### config.mk
export PLATFORM = sky130hd
export DESIGN_NAME = spi_sck_gen
export DESIGN_NICKNAME = d
export VERILOG_FILES = /design/src/rtl/sck_gen_pkg.sv /design/src/rtl/sck_gen_decode.sv /design/src/rtl/sck_gen_ctrl.sv /design/src/rtl/sck_gen_dp.sv /design/src/rtl/spi_sck_gen.sv
export SDC_FILE = /design/constraint.sdc
export NUM_CORES = 1
export LEC_CHECK = 0
export BUFFER_PORTS_ARGS = -buffer_cell sky130_fd_sc_hd__buf_2
export CORE_MARGIN = 4
export CORE_UTILIZATION = 35
export DETAILED_ROUTE_END_ITERATION = 12
export RECOVER_POWER = 100
export SLEW_MARGIN = 0
export SYNTH_ARGS = -nofsm -noshare
export SYNTH_HDL_FRONTEND = slang
export SYNTH_SLANG_ARGS = --single-unit
### constraint.sdc
create_clock -name clk -period 2.2 [get_ports clk]
set_input_delay 0.11 -clock clk [delete_from_list [all_inputs] [get_ports clk]]
set_output_delay 0.11 -clock clk [all_outputs]
set_load 0.1 [all_outputs]
### src/rtl/sck_gen_pkg.sv
`timescale 1ns/1ps
package sck_gen_pkg;
  // Command passed from the control to the datapath every module clock
  typedef struct packed {
    logic active;   // a run is in progress
    logic load;     // a run starts in this clock
    logic edgeEv;   // the serial clock toggles at this edge
    logic leading;  // the toggle is the first of its period
  } sckCmd_t;
endpackage

### src/rtl/sck_gen_decode.sv
`timescale 1ns/1ps
module sck_gen_decode #(
  parameter int LIN_W  = 8,
  parameter int POW_W  = 4,
  parameter int CTL_W  = LIN_W + POW_W + 1,
  parameter int HALF_W = 14
) (
  input  logic [CTL_W-1:0]  divCtl,
  output logic [HALF_W-1:0] halfM1
);
  localparam int SEL_BIT = LIN_W + POW_W;

  logic [LIN_W-1:0] linVal;
  logic [POW_W-1:0] powVal;
  logic             useLin;
  logic [HALF_W-1:0] powHalf;

  assign linVal = divCtl[LIN_W-1:0];
  assign powVal = divCtl[LIN_W +: POW_W];
  assign useLin = divCtl[SEL_BIT];

  // Power law: half period 2^(n-1); n = 0 is taken as a half period of one
  always_comb begin
    if (powVal == '0) begin
      powHalf = '0;
    end else begin
      powHalf = (HALF_W'(1) << (powVal - POW_W'(1))) - HALF_W'(1);
    end
  end

  assign halfM1 = useLin ? HALF_W'(linVal) : powHalf;
endmodule

### src/rtl/sck_gen_ctrl.sv
`timescale 1ns/1ps
module sck_gen_ctrl
  import sck_gen_pkg::*;
#(
  parameter int HALF_W = 14
) (
  input  logic              clk,
  input  logic              rst,
  input  logic              busEn,
  input  logic              runReq,
  input  logic [HALF_W-1:0] halfIn,
  output sckCmd_t           cmd
);
  logic              activeQ;
  logic              phaseQ;   // 0: next edge is leading, 1: next edge is trailing
  logic [HALF_W-1:0] cntQ;
  logic [HALF_W-1:0] halfQ;

  logic hit;
  logic startOk;
  logic stopNow;

  assign hit     = activeQ && (cntQ == halfQ);
  assign startOk = !activeQ && busEn && runReq;
  assign stopNow = hit && phaseQ && !(runReq && busEn);

  always_ff @(posedge clk) begin
    if (rst) begin
      activeQ <= 1'b0;
      phaseQ  <= 1'b0;
      cntQ    <= '0;
      halfQ   <= '0;
    end else if (startOk) begin
      activeQ <= 1'b1;
      phaseQ  <= 1'b0;
      cntQ    <= '0;
      halfQ   <= halfIn;
    end else if (activeQ) begin
      if (hit) begin
        cntQ   <= '0;
        phaseQ <= ~phaseQ;
        if (stopNow) begin
          activeQ <= 1'b0;
        end
      end else begin
        cntQ <= cntQ + HALF_W'(1);
      end
    end
  end

  assign cmd.active  = activeQ;
  assign cmd.load    = startOk;
  assign cmd.edgeEv  = hit;
  assign cmd.leading = !phaseQ;

  // the counter never runs past the captured half period
  p_cnt_in_range_r1: assert property (@(posedge clk) disable iff (rst)
    activeQ |-> (cntQ <= halfQ));

  // the captured divisor holds for the whole run
  p_div_held_r7: assert property (@(posedge clk) disable iff (rst)
    (activeQ && !stopNow) |=> $stable(halfQ));

  // with the bus disabled an idle block stays idle
  p_bus_off_idle_r4: assert property (@(posedge clk) disable iff (rst)
    (!activeQ && !busEn) |=> !activeQ);

  // a run only ends right after a trailing edge
  p_stop_on_trailing_r8: assert property (@(posedge clk) disable iff (rst)
    $fell(activeQ) |-> $past(hit && phaseQ));
endmodule

### src/rtl/sck_gen_dp.sv
`timescale 1ns/1ps
module sck_gen_dp
  import sck_gen_pkg::*;
(
  input  logic    clk,
  input  logic    rst,
  input  logic    cpol,
  input  logic    cpha,
  input  sckCmd_t cmd,
  output logic    sck,
  output logic    sampleStb,
  output logic    shiftStb
);
  logic sckQ;
  logic cphaQ;
  logic sampleQ;
  logic shiftQ;

  always_ff @(posedge clk) begin
    if (rst) begin
      sckQ    <= cpol;
      cphaQ   <= 1'b0;
      sampleQ <= 1'b0;
      shiftQ  <= 1'b0;
    end else begin
      sampleQ <= 1'b0;
      shiftQ  <= 1'b0;
      if (cmd.load) begin
        sckQ  <= cpol;
        cphaQ <= cpha;
      end else if (cmd.active) begin
        if (cmd.edgeEv) begin
          sckQ    <= ~sckQ;
          sampleQ <= (cmd.leading != cphaQ);
          shiftQ  <= (cmd.leading == cphaQ);
        end
      end else begin
        sckQ <= cpol;
      end
    end
  end

  assign sck       = sckQ;
  assign sampleStb = sampleQ;
  assign shiftStb  = shiftQ;

  // never both strobes at once
  p_one_strobe_r5: assert property (@(posedge clk) disable iff (rst)
    $onehot0({sampleQ, shiftQ}));

  // a strobe marks a clock where the serial clock just changed
  p_strobe_on_edge_r6: assert property (@(posedge clk) disable iff (rst)
    (sampleQ || shiftQ) |-> (sckQ != $past(sckQ)));

  // every change during a run carries a strobe
  p_edge_has_strobe_r6: assert property (@(posedge clk) disable iff (rst)
    ($past(cmd.active) && !$past(cmd.load) && (sckQ != $past(sckQ)))
      |-> (sampleQ || shiftQ));

  // a sample strobe lasts one module clock
  p_strobe_pulse_r6: assert property (@(posedge clk) disable iff (rst)
    sampleQ |=> !sampleQ);
endmodule

### src/rtl/spi_sck_gen.sv
`timescale 1ns/1ps
module spi_sck_gen
  import sck_gen_pkg::*;
#(
  parameter int LIN_W = 8,
  parameter int POW_W = 4,
  localparam int CTL_W = LIN_W + POW_W + 1
) (
  input  logic             clk,
  input  logic             rst,
  input  logic [CTL_W-1:0] divCtl,
  input  logic             cpol,
  input  logic             cpha,
  input  logic             busEn,
  input  logic             runReq,
  output logic             sck,
  output logic             sampleStb,
  output logic             shiftStb
);
  // Largest half period minus one: 2^(2^POW_W - 2) - 1 or 2^LIN_W - 1
  localparam int POW_HB = (2 ** POW_W) - 2;
  localparam int HALF_W = (POW_HB > LIN_W) ? POW_HB : LIN_W;

  logic [HALF_W-1:0] halfM1;
  sckCmd_t           cmd;

  sck_gen_decode #(
    .LIN_W (LIN_W),
    .POW_W (POW_W),
    .CTL_W (CTL_W),
    .HALF_W(HALF_W)
  ) u_decode (
    .divCtl(divCtl),
    .halfM1(halfM1)
  );

  sck_gen_ctrl #(
    .HALF_W(HALF_W)
  ) u_ctrl (
    .clk   (clk),
    .rst   (rst),
    .busEn (busEn),
    .runReq(runReq),
    .halfIn(halfM1),
    .cmd   (cmd)
  );

  sck_gen_dp u_dp (
    .clk      (clk),
    .rst      (rst),
    .cpol     (cpol),
    .cpha     (cpha),
    .cmd      (cmd),
    .sck      (sck),
    .sampleStb(sampleStb),
    .shiftStb (shiftStb)
  );
endmodule

==> results.md, run 1 <==
* Status: finished clean
* Cell Area, Synth at 1820 um2
* Post-synthesis async set-or-reset flop share at 0
* Crit Path Category: reg -> reg
* RSZ-0062 raised after global routing: no
* Netlist cell types at 45
* CTS sink cnt at 34
* Post-synth top flop: dfxtp_1
* Yosys warns at 0
* Crit-path max FO at 11
* Core footprint at 4880 um2
* DR WL/cell at between 10 and 15 um
* Core Util, Final at 0.425
* DP HPWL at 3.02 mm
* DR DRC count at 0
* Final Critical Period at roughly 1.8 ns
* Power per cell area at between 600 and 700 nW/um2
* Final cell count without fillers at 314
* Post_cts resized at 0
* Antenna-violating nets left at 0
* Tot Pwr at about 1.3 mW
* Crit share post-route at 0.841
* Clk buf depth at 2
* Worst min-delay path class: in -> reg
* Worst Skew at between 0.007 and 0.008 ns
* Vias in the first global route at about 1400
* Clock Latency Late Sink at between 0.2 and 0.3 ns
* DIE WIDTH at approximately 80 um
* CTS clk-pin slew, worst paths at roughly 0.080 ns
* Antenna cell count at 0
* Critical Path RT at 2.35 ns
* Initial core utilization at 0.372
* Syn Inst Count at around 220
* Multi-input gate area at between 1000 and 1500 um2
* CP Capture Type: register
* Hold Path End: u_dp.cphaQ$_SDFFE_PP0P_
* Top cell type's share of synthesized area at 0.364
* Leakage at 0.842 nW
* R2R Path Start: u_ctrl.cntQ[9]$_SDFFE_PP0P_
* Worst r2r dst: u_ctrl.cntQ[10]$_SDFFE_PP0P_
* CTS tree: built
* Routed via count at 1593
* Yosys reg bits at 34
* Worst hold stages at 3
* Total CTS buffers at 5
* Fmax at 541 MHz
* R2R setup slack at 0.35 ns
* Post-CTS Setup Inserts at 0
* Final setup viols at 0
* Die area at around 6400 um2
* I/O pin total at 22
* Reg area at about 690 um2
* Worst-margin pin slew at 1.17 ns
* First-pass GRT wire length at 6.92 mm
* Via/cell ratio at around 5.1
* Total gr overflow at 0
* H-Tree Depth at 2
* Sequential fraction of the synthesis area at 0.380
* Port buffer count at 21
* Dominant cells by area after synthesis: dfxtp_1 (36%), xor2_1 (10%), nand2_1 (5.8%)
* Max_slew headroom at 0.221
* Reg2reg path depth at 6
* Cts-stage hold buffer count at 0
* Drt pass-1 iters at 4
* Layout area overhead at 14.2%
* Final Hold Viols at 0
* Total Wirelength at 4.10 mm
* Iter 0 DRT Violations at 62
* MaxCap Viol Count at 0
* Post-synth EDFFs at 1
* CP Launch Type: register
* Layout cell share with drive strength beyond 1 at 0.142
* Setup_tns at 0 ns
* Placed insts at 306
* Clk root buf: clkbuf_8
* Hold Path Origin: cpha
* Gp weighted congestion at slightly below 0.9
* Layout net count at 267
* Largest net degree at the start of global routing at 19
* Initial antenna violation count at 0
* Critical Path AT at 2.00 ns
* Max-slew violations at 0
* Die height at 80.0 um
* Avg Cell Area, Syn at a little over 8 um2
* Number of fill cells at 531
* Gr usage total at 0.140
* Post-synth top area cell: dfxtp_1
* VDD IR max at ~0.00033 V
* Syn_nets at 243
* # rows at 25
## placed cells by master (no fill, tap or decap), types with 4 or more instances in the layout
| cell | Yosys | final |
|---|---|---|
| nand2b_1 | 5 | 5 |
| nand4_1 | 5 | 5 |
| and3_1 | 5 | 5 |
| a21oi_1 | 10 | 10 |
| o21ai_0 | 12 | 13 |
| o211ai_1 | 8 | 9 |
| buf_4 | 2 | 4 |
| inv_1 | 4 | 5 |
| clkbuf_8 | 0 | 6 |
| dfxtp_1 | 33 | 33 |
| xnor2_1 | 5 | 5 |
| nor4_1 | 4 | 4 |
| buf_2 | 4 | 18 |
| xor2_1 | 21 | 21 |
| nand2_1 | 28 | 28 |
| clkbuf_1 | 6 | 7 |
| nor3_1 | 3 | 4 |
| nor2_1 | 26 | 26 |
## routing by layer
metal / track usage / routed length [um] / part of all wire / vias to the layer above
met5: 0 / 0 / 0 / -
met4: 0.0625 / 96 / 0.023 / 0
met3: 0.0305 / 153 / 0.037 / 8
met2: 0.187 / 1800 / 0.44 / 36
met1: 0.209 / 2050 / 0.50 / 725
li1: - / - / - / 824
## sequential cells by signal, indices dropped and copies added (netlist names)
| signal | cells |
|---|---|
| u_ctrl.cntQ | 14 |
| u_ctrl.halfQ | 14 |
| u_ctrl.activeQ | 1 |
| u_ctrl.phaseQ | 1 |
| u_dp.cphaQ | 1 |
| u_dp.sampleStb | 1 |
| u_dp.sck | 1 |
| u_dp.shiftStb | 1 |
## worst max path at each step
stage,from,end,slack [ns],cells after the start
after global routing,u_ctrl.cntQ[9]$_SDFFE_PP0P_,u_ctrl.cntQ[13]$_SDFFE_PP0P_,0.18,6
after CTS,divCtl[10],u_ctrl.halfQ[2]$_SDFFE_PP0P_,0.38,9
final,u_ctrl.cntQ[9]$_SDFFE_PP0P_,u_ctrl.cntQ[10]$_SDFFE_PP0P_,0.35,6
after global placement,divCtl[10],u_ctrl.halfQ[2]$_SDFFE_PP0P_,0.1,9
after detailed placement,divCtl[10],u_ctrl.halfQ[2]$_SDFFE_PP0P_,0.07,9
after floorplan,divCtl[11],u_ctrl.halfQ[6]$_SDFFE_PP0P_,0.14,9
## worst max-delay path, stage by stage, from the launching register on
cell,delay [ns]
dfxtp_1,0.35
xor2_1,0.17
nor4_1,0.35
nand4_1,0.18
o21ai_1,0.15
clkbuf_1,0.41
nor2_1,0.11
## Yosys cell counts (2+ instances only)
cell	number
nand2b_1	5
a221o_1	2
xor2_1	21
o21ai_0	12
and3_1	5
a22oi_1	3
nor2_1	26
ha_1	2
nand3b_1	2
a22o_1	3
buf_2	4
xnor2_1	5
clkbuf_1	6
o21ai_1	2
inv_1	4
nand3_1	3
nor3_1	3
a21oi_1	10
or2_2	3
o211ai_1	8
nand2_1	28
nor4_1	4
nand4_1	5
nor2b_1	2
dfxtp_1	33
buf_4	2
## power breakdown
group	total, mW	internal [mW]	switching (mW)
clock network	0.486	0.252	0.235
logic	0.203	0.0701	0.133
registers	0.657	0.638	0.0186
total	1.35	0.960	0.386
## layout make-up
type,instances,area share
Inverter,6,0.0109
Multi-Input combinational cell,170,0.499
Clock inverter,2,0.00603
Clock buffer,6,0.0398
Tap cell,67,0.0404
Sequential cell,34,0.333
Timing Repair Buffer,29,0.0706
## cells by family (layout without fill, tap and decap cells)
kind of cell,count (synthesis),in the layout,synth area share
compound gates,51,51,0.194
xor+xnor,26,26,0.125
fa+ha+maj,2,2,0.0138
buf+inv,18,43,0.0441
flops,34,34,0.380
simple gates,91,91,0.243
## metrics by stage
stage,setup WS [ns],area (um2),hold slack (ns)
4_1_cts,0.378,2100,0.0541
5_1_grt,0.177,2070,0.0567
6_report,0.350,2070,0.0607
3_3_place_gp,0.0979,2010,0.354
3_5_place_dp,0.0747,2010,0.366
2_1_floorplan,0.140,1820,0.246
Power figures use the tool's default switching activity.
==> run 2, diff against run 1 <==
ABC_AREA = 1   (was default)
clock period = 1.5 ns   (was 2.2 ns; I/O delays follow)
==> results.md, run 2 <==
* Delay-heaviest family, CP: simple AND/OR/NAND/NOR gates
* Crit share post-route at 0.965
* Die height at between 80 and 90 um
* Layout area overhead at 27.5%
* Initial core utilization at 0.362
* Post-synthesis async set-or-reset flop share at 0
* Critical Path RT at 1.68 ns
* CP Capture Type: register
* Cell Area, Synth at 2010 um2
* Final setup viols at 0
* Antenna cell count at 0
* Status: finished clean
* Gr usage total at 0.139
* Yosys reg bits at 34
* Crit path buf inv count at 1
* Crit Path Category: reg -> reg
* Core Util, Final at 0.462
* Syn Inst Count at about 320
* Most frequent cells in the layout: nand2_1 (95), inv_1 (34), nor2_1 (29)
* Worst Setup SP: u_ctrl.cntQ[0]$_SDFFE_PP0P_
* Placed insts at 421
* Drt pass-1 iters at 4
* Vias in the first global route at 1786
* Total CTS buffers at 5
* Syn_nets at 337
* Gp weighted congestion at 0.846
* Commonest non-fill, non-tap cell in the layout: nand2_1
* DR DRC count at 0
* Post-synth EDFFs at 1
* Fmax at 691 MHz
* Leakage at 1.11 nW
* DR WL/cell at 11.1 um
* Via/cell ratio at 4.56
* Power per cell area at slightly above 800 nW/um2
* Max incr delay on CP at 0.39 ns
* Final Critical Period at 1.45 ns
* CP Launch Type: register
* Final cell count without fillers at 434
* Die area at ~7000 um2
* Clock Latency Late Sink at a little under 0.3 ns
* Initial antenna violation count at 0
* Crit-path cells: ha_4 -> nand2_4 -> nor2_4 -> nand3_2 -> nor2_4 -> inv_2 -> nor2_4 -> xor2_1 -> nor2_2
* Layout net count at between 300 and 400
* VDD IR max at ~0.00056 V
* Most frequent cells after synthesis: nand2_1 (99), inv_1 (34), dfxtp_1 (33), nor2_1 (33)
* Tot Pwr at 2.09 mW
* Avg Cell Area, Syn at roughly 6.4 um2
* Top cell type's share of synthesized area at 0.329
* Port buffer count at 21
* Core footprint at 5540 um2
* Most used cell, CP: nor2_4
* Routed via count at 1979
* Sequential fraction of the synthesis area at 0.344
* Iter 0 DRT Violations at approximately 90
* Max_slew headroom at 0.633
* Total gr overflow at 0
* Worst-margin pin slew at 0.552 ns
* Worst min-delay path class: in -> reg
* Worst Skew at around 0.012 ns
* I/O pin total at 22
* Most numerous cell in the Yosys netlist: nand2_1
* Setup_tns at 0 ns
* MaxCap Viol Count at 0
* Antenna-violating nets left at 0
* R2R Path Start: u_ctrl.cntQ[0]$_SDFFE_PP0P_
* Yosys warns at 0
* Critical Path AT at 1.63 ns
* Total Wirelength at 4.83 mm
* Netlist cell types at 31
* CTS clk-pin slew, worst paths at 0.07 ns
* Crit-path max FO at 4
* Max-slew violations at 0
* CTS sink cnt at 34
* Post-synth top flop: dfxtp_1
* # rows at 27
* Setup ws final at between 0.05 and 0.06 ns
* Post-synth top area cell: dfxtp_1
* Largest net degree at the start of global routing at 12
* Final Hold Viols at 0
* Layout cell share with drive strength beyond 1 at 0.290
* DP HPWL at 3.74 mm
* Hold Path Origin: rst
* RSZ-0062 raised after global routing: yes
* Clk buf depth at 2
* CTS tree: built
* DIE WIDTH at 83.7 um
* Dominant cells by area after synthesis: dfxtp_1 (33%), nand2_1 (19%), inv_1 (6.4%)
* Largest registers: u_ctrl.cntQ x14, u_ctrl.halfQ x14
* Pre-CTS WS at -0.0100 ns
* Crit path max-delay cell type: dfxtp_4
* H-Tree Depth at 2
* Clk root buf: clkbuf_8
* First-pass GRT wire length at 8.05 mm
[run 2: cell types whose count changed after synthesis, moves of 14 or more]
cell     previous run  this run
nand2_1            28        99
inv_1               4        34
nor2_2              0        17
inv_2               1        15
nand3_1             3        17
xor2_1             21         7
[run 2: what timing repair did]
item	in CTS	in global routing
pin swaps	2	7
gates resized for setup	3	26
endpoints found under the hold margin	1	0
setup endpoints to repair	2	14
hold buffers	1	0
buffers inserted	0	3
cloned	0	1
[run 2: layout make-up]
type,instances,area (um2)
clock buffers,6,82.6
clock inverters,2,12.5
fillers,582,2980
inverters,49,186
multi-input cells,227,1170
flip-flops and latches,34,704
well taps,72,90.1
repair buffers,44,314
[run 2: per-stage QoR]
| stage | hold WS [ns] | instance area [um2] |
|---|---|---|
| 2_1_floorplan | 0.200 | 2010 |
| 3_3_place_gp | 0.290 | 2310 |
| 3_5_place_dp | 0.291 | 2310 |
| 4_1_cts | 0.0517 | 2430 |
| 5_1_grt | 0.0656 | 2560 |
| 6_report | 0.0631 | 2560 |
[run 2: logic make-up (layout without fill, tap and decap cells)]
kind of cell    count (synthesis)  after routing  share of synthesized area
fa+ha+maj                       2              2                     0.0125
simple gates                  180            180                      0.394
compound gates                 36             36                      0.100
buf+inv                        55            101                      0.110
flops                          34             34                      0.344
xor+xnor                        9              9                     0.0393
[run 2: routing by layer]
layer	up-vias	track usage	share of wire
met3	7	0.0286	0.036
met2	35	0.219	0.46
met5	-	0	0
li1	1083	-	-
met1	854	0.188	0.49
met4	0	0.0482	0.015
[run 2: path summary, 6_finish.rpt]
path | slack, ns | end | depth (start not counted)
worst min-delay path | 0.06 | u_ctrl.halfQ[1]$_SDFFE_PP0P_ | 2
worst min register to register | 0.50 | u_ctrl.halfQ[10]$_SDFFE_PP0P_ | 2
worst max register to register | 0.05 | u_ctrl.cntQ[8]$_SDFFE_PP0P_ | 9
worst max-delay path | 0.05 | u_ctrl.cntQ[8]$_SDFFE_PP0P_ | 9
[run 2: power by group]
group          leakage, nW  total, mW  internal, mW  switching, mW
Combinational        0.780      0.419         0.166          0.253
Sequential           0.282      0.963         0.937         0.0260
Clock               0.0472      0.708         0.369          0.339
==> run 3, diff against run 2 <==
PLACE_DENSITY = 0.56   (was default)
SLEW_MARGIN = default   (was 0)
==> results.md, run 3 (synthesized netlist as in run 2, its figures left out) <==
* Clk root buf: clkbuf_8
* Total CTS buffers at 5
* Antenna-violating nets left at 0
* Most frequent cells in the layout: nand2_1 (98), nor2_1 (38), inv_1 (35)
* Initial antenna violation count at 0
* Largest registers: u_ctrl.cntQ x14, u_ctrl.halfQ x14
* Clock Latency Late Sink at 0.29 ns
* DIE WIDTH at roughly 84 um
* CTS sink cnt at 34
* VDD IR max at 0.000387 V
* CTS tree: built
* R2R Path Start: u_ctrl.cntQ[0]$_SDFFE_PP0P_
* Port buffer count at 21
* Final Critical Period at ~1.4 ns
* DR WL/cell at 11.2 um
* DP HPWL at ~3.8 mm
* I/O pin total at 22
* CP Launch Type: register
* Iter 0 DRT Violations at 105
* Reg2reg path depth at 8
* Most used cell, CP: nor2_4
* Crit-path max FO at 3
* Critical Path RT at 1.67 ns
* Gp weighted congestion at 0.816
* Commonest non-fill, non-tap cell in the layout: nand2_1
* Drt pass-1 iters at 4
* Vias in the first global route at 1732
* Layout area overhead at 25.1%
* Die height at between 80 and 90 um
* H-Tree Depth at 2
* Core footprint at 5540 um2
* Layout cell share with drive strength beyond 1 at 0.254
* Leakage at 1.09 nW
* Final setup viols at 0
* Layout net count at between 300 and 400
* Crit Path Category: reg -> reg
* Die area at 7010 um2
* Worst min-delay path class: in -> reg
* Fmax at around 700 MHz
* Hold Path Origin: rst
* CP Capture Type: register
* Crit-path cells: ha_4 -> nand2_2 -> nor2_4 -> nand3_2 -> nor2_4 -> buf_4 -> xor2_1 -> nor2_1
* First-pass GRT wire length at 8.18 mm
* Crit share post-route at 0.944
* Total Wirelength at approximately 5 mm
* # rows at 27
* Worst hold stages at 2
* Worst-margin pin slew at 0.545 ns
* Status: finished clean
* Via/cell ratio at 4.52
* Critical Path AT at 1.59 ns
* Clk buf depth at 2
* Largest net degree at the start of global routing at 13
* Tot Pwr at roughly 2.2 mW
* Final Hold Viols at 0
* Crit path max-delay cell type: dfxtp_4
* Antenna cell count at 0
* CTS clk-pin slew, worst paths at approximately 0.080 ns
* MaxCap Viol Count at 0
* Gr usage total at 0.143
* Max-slew violations at 0
* Hold Path End: u_ctrl.halfQ[2]$_SDFFE_PP0P_
* Max_slew headroom at 0.638
* R2R setup slack at 0.08 ns
* DR DRC count at 0
* Worst r2r dst: u_ctrl.cntQ[6]$_SDFFE_PP0P_
* Max incr delay on CP at 0.37 ns
* Total gr overflow at 0
* Hold Slack at 0.0468 ns
* Routed via count at slightly below 2000
* Power per cell area at 873 nW/um2
* Worst Skew at 0.0113 ns
* Initial core utilization at 0.362
==> run 3: through the flow <==
step	utilization	cell area, um2	setup WS, ns	setup TNS [ns]	cells
after floorplan	-	2010	0.0784	0	316
after global routing	0.453	2510	-0.0336	-0.0336	434
after global placement	0.418	2310	-0.00883	-0.00883	421
final	0.453	2510	0.0843	0	434
after detailed placement	0.418	2310	-0.0283	-0.0283	421
after CTS	0.442	2450	0.00469	0	431
==> run 3: cell type report <==
| type | instances | area, um2 |
|---|---|---|
| inverters | 49 | 184 |
| well taps | 72 | 90.1 |
| multi-input cells | 227 | 1120 |
| flip-flops and latches | 34 | 711 |
| fillers | 605 | 3030 |
| clock inverters | 3 | 45.0 |
| clock buffers | 5 | 68.8 |
| repair buffers | 44 | 288 |
==> run 3: timing repair <==
action	in CTS	in global routing
hold buffers	1	0
setup buffers	1	3
endpoints found under the setup margin	2	15
pin swaps	2	4
hold endpoints to repair	1	0
gates resized for setup	2	21
==> run 3: worst max-delay path by stage <==
| stage | startpoint | endpoint | slack [ns] | cells past startpoint |
|---|---|---|---|---|
| after floorplan | u_ctrl.cntQ[1]$_SDFFE_PP0P_ | u_ctrl.cntQ[8]$_SDFFE_PP0P_ | 0.08 | 9 |
| after global placement | u_ctrl.cntQ[0]$_SDFFE_PP0P_ | u_ctrl.cntQ[8]$_SDFFE_PP0P_ | -0.009 | 9 |
| after detailed placement | u_ctrl.cntQ[0]$_SDFFE_PP0P_ | u_ctrl.cntQ[8]$_SDFFE_PP0P_ | -0.03 | 9 |
| after CTS | u_ctrl.cntQ[1]$_SDFFE_PP0P_ | u_ctrl.cntQ[8]$_SDFFE_PP0P_ | 0.005 | 9 |
| after global routing | u_ctrl.cntQ[0]$_SDFFE_PP0P_ | u_ctrl.cntQ[12]$_SDFFE_PP0P_ | -0.03 | 11 |
| final | u_ctrl.cntQ[0]$_SDFFE_PP0P_ | u_ctrl.cntQ[6]$_SDFFE_PP0P_ | 0.08 | 8 |
==> run 3: report_power, final <==
part / switching (mW) / internal (mW)
sequential: 0.0224 / 0.935
combinational: 0.237 / 0.147
clock: 0.355 / 0.494
total: 0.615 / 1.58
==> run 3: per-layer routing <==
metal	up-vias	GRT usage	part of all wire
met3	7	0.0296	0.029
met2	26	0.221	0.45
met1	852	0.198	0.51
met4	0	0.0482	0.015
li1	1076	-	-
met5	-	0	0
==> run 3: worst max-delay path, delay by kind of cell (launching register included) <==
kind	cells	cell delay, ns
and+or+nand+nor	5	0.51
buffers and inverters	1	0.13
DFF	1	0.37
adders and majority gates	1	0.13
xor gates and xnor gates	1	0.17
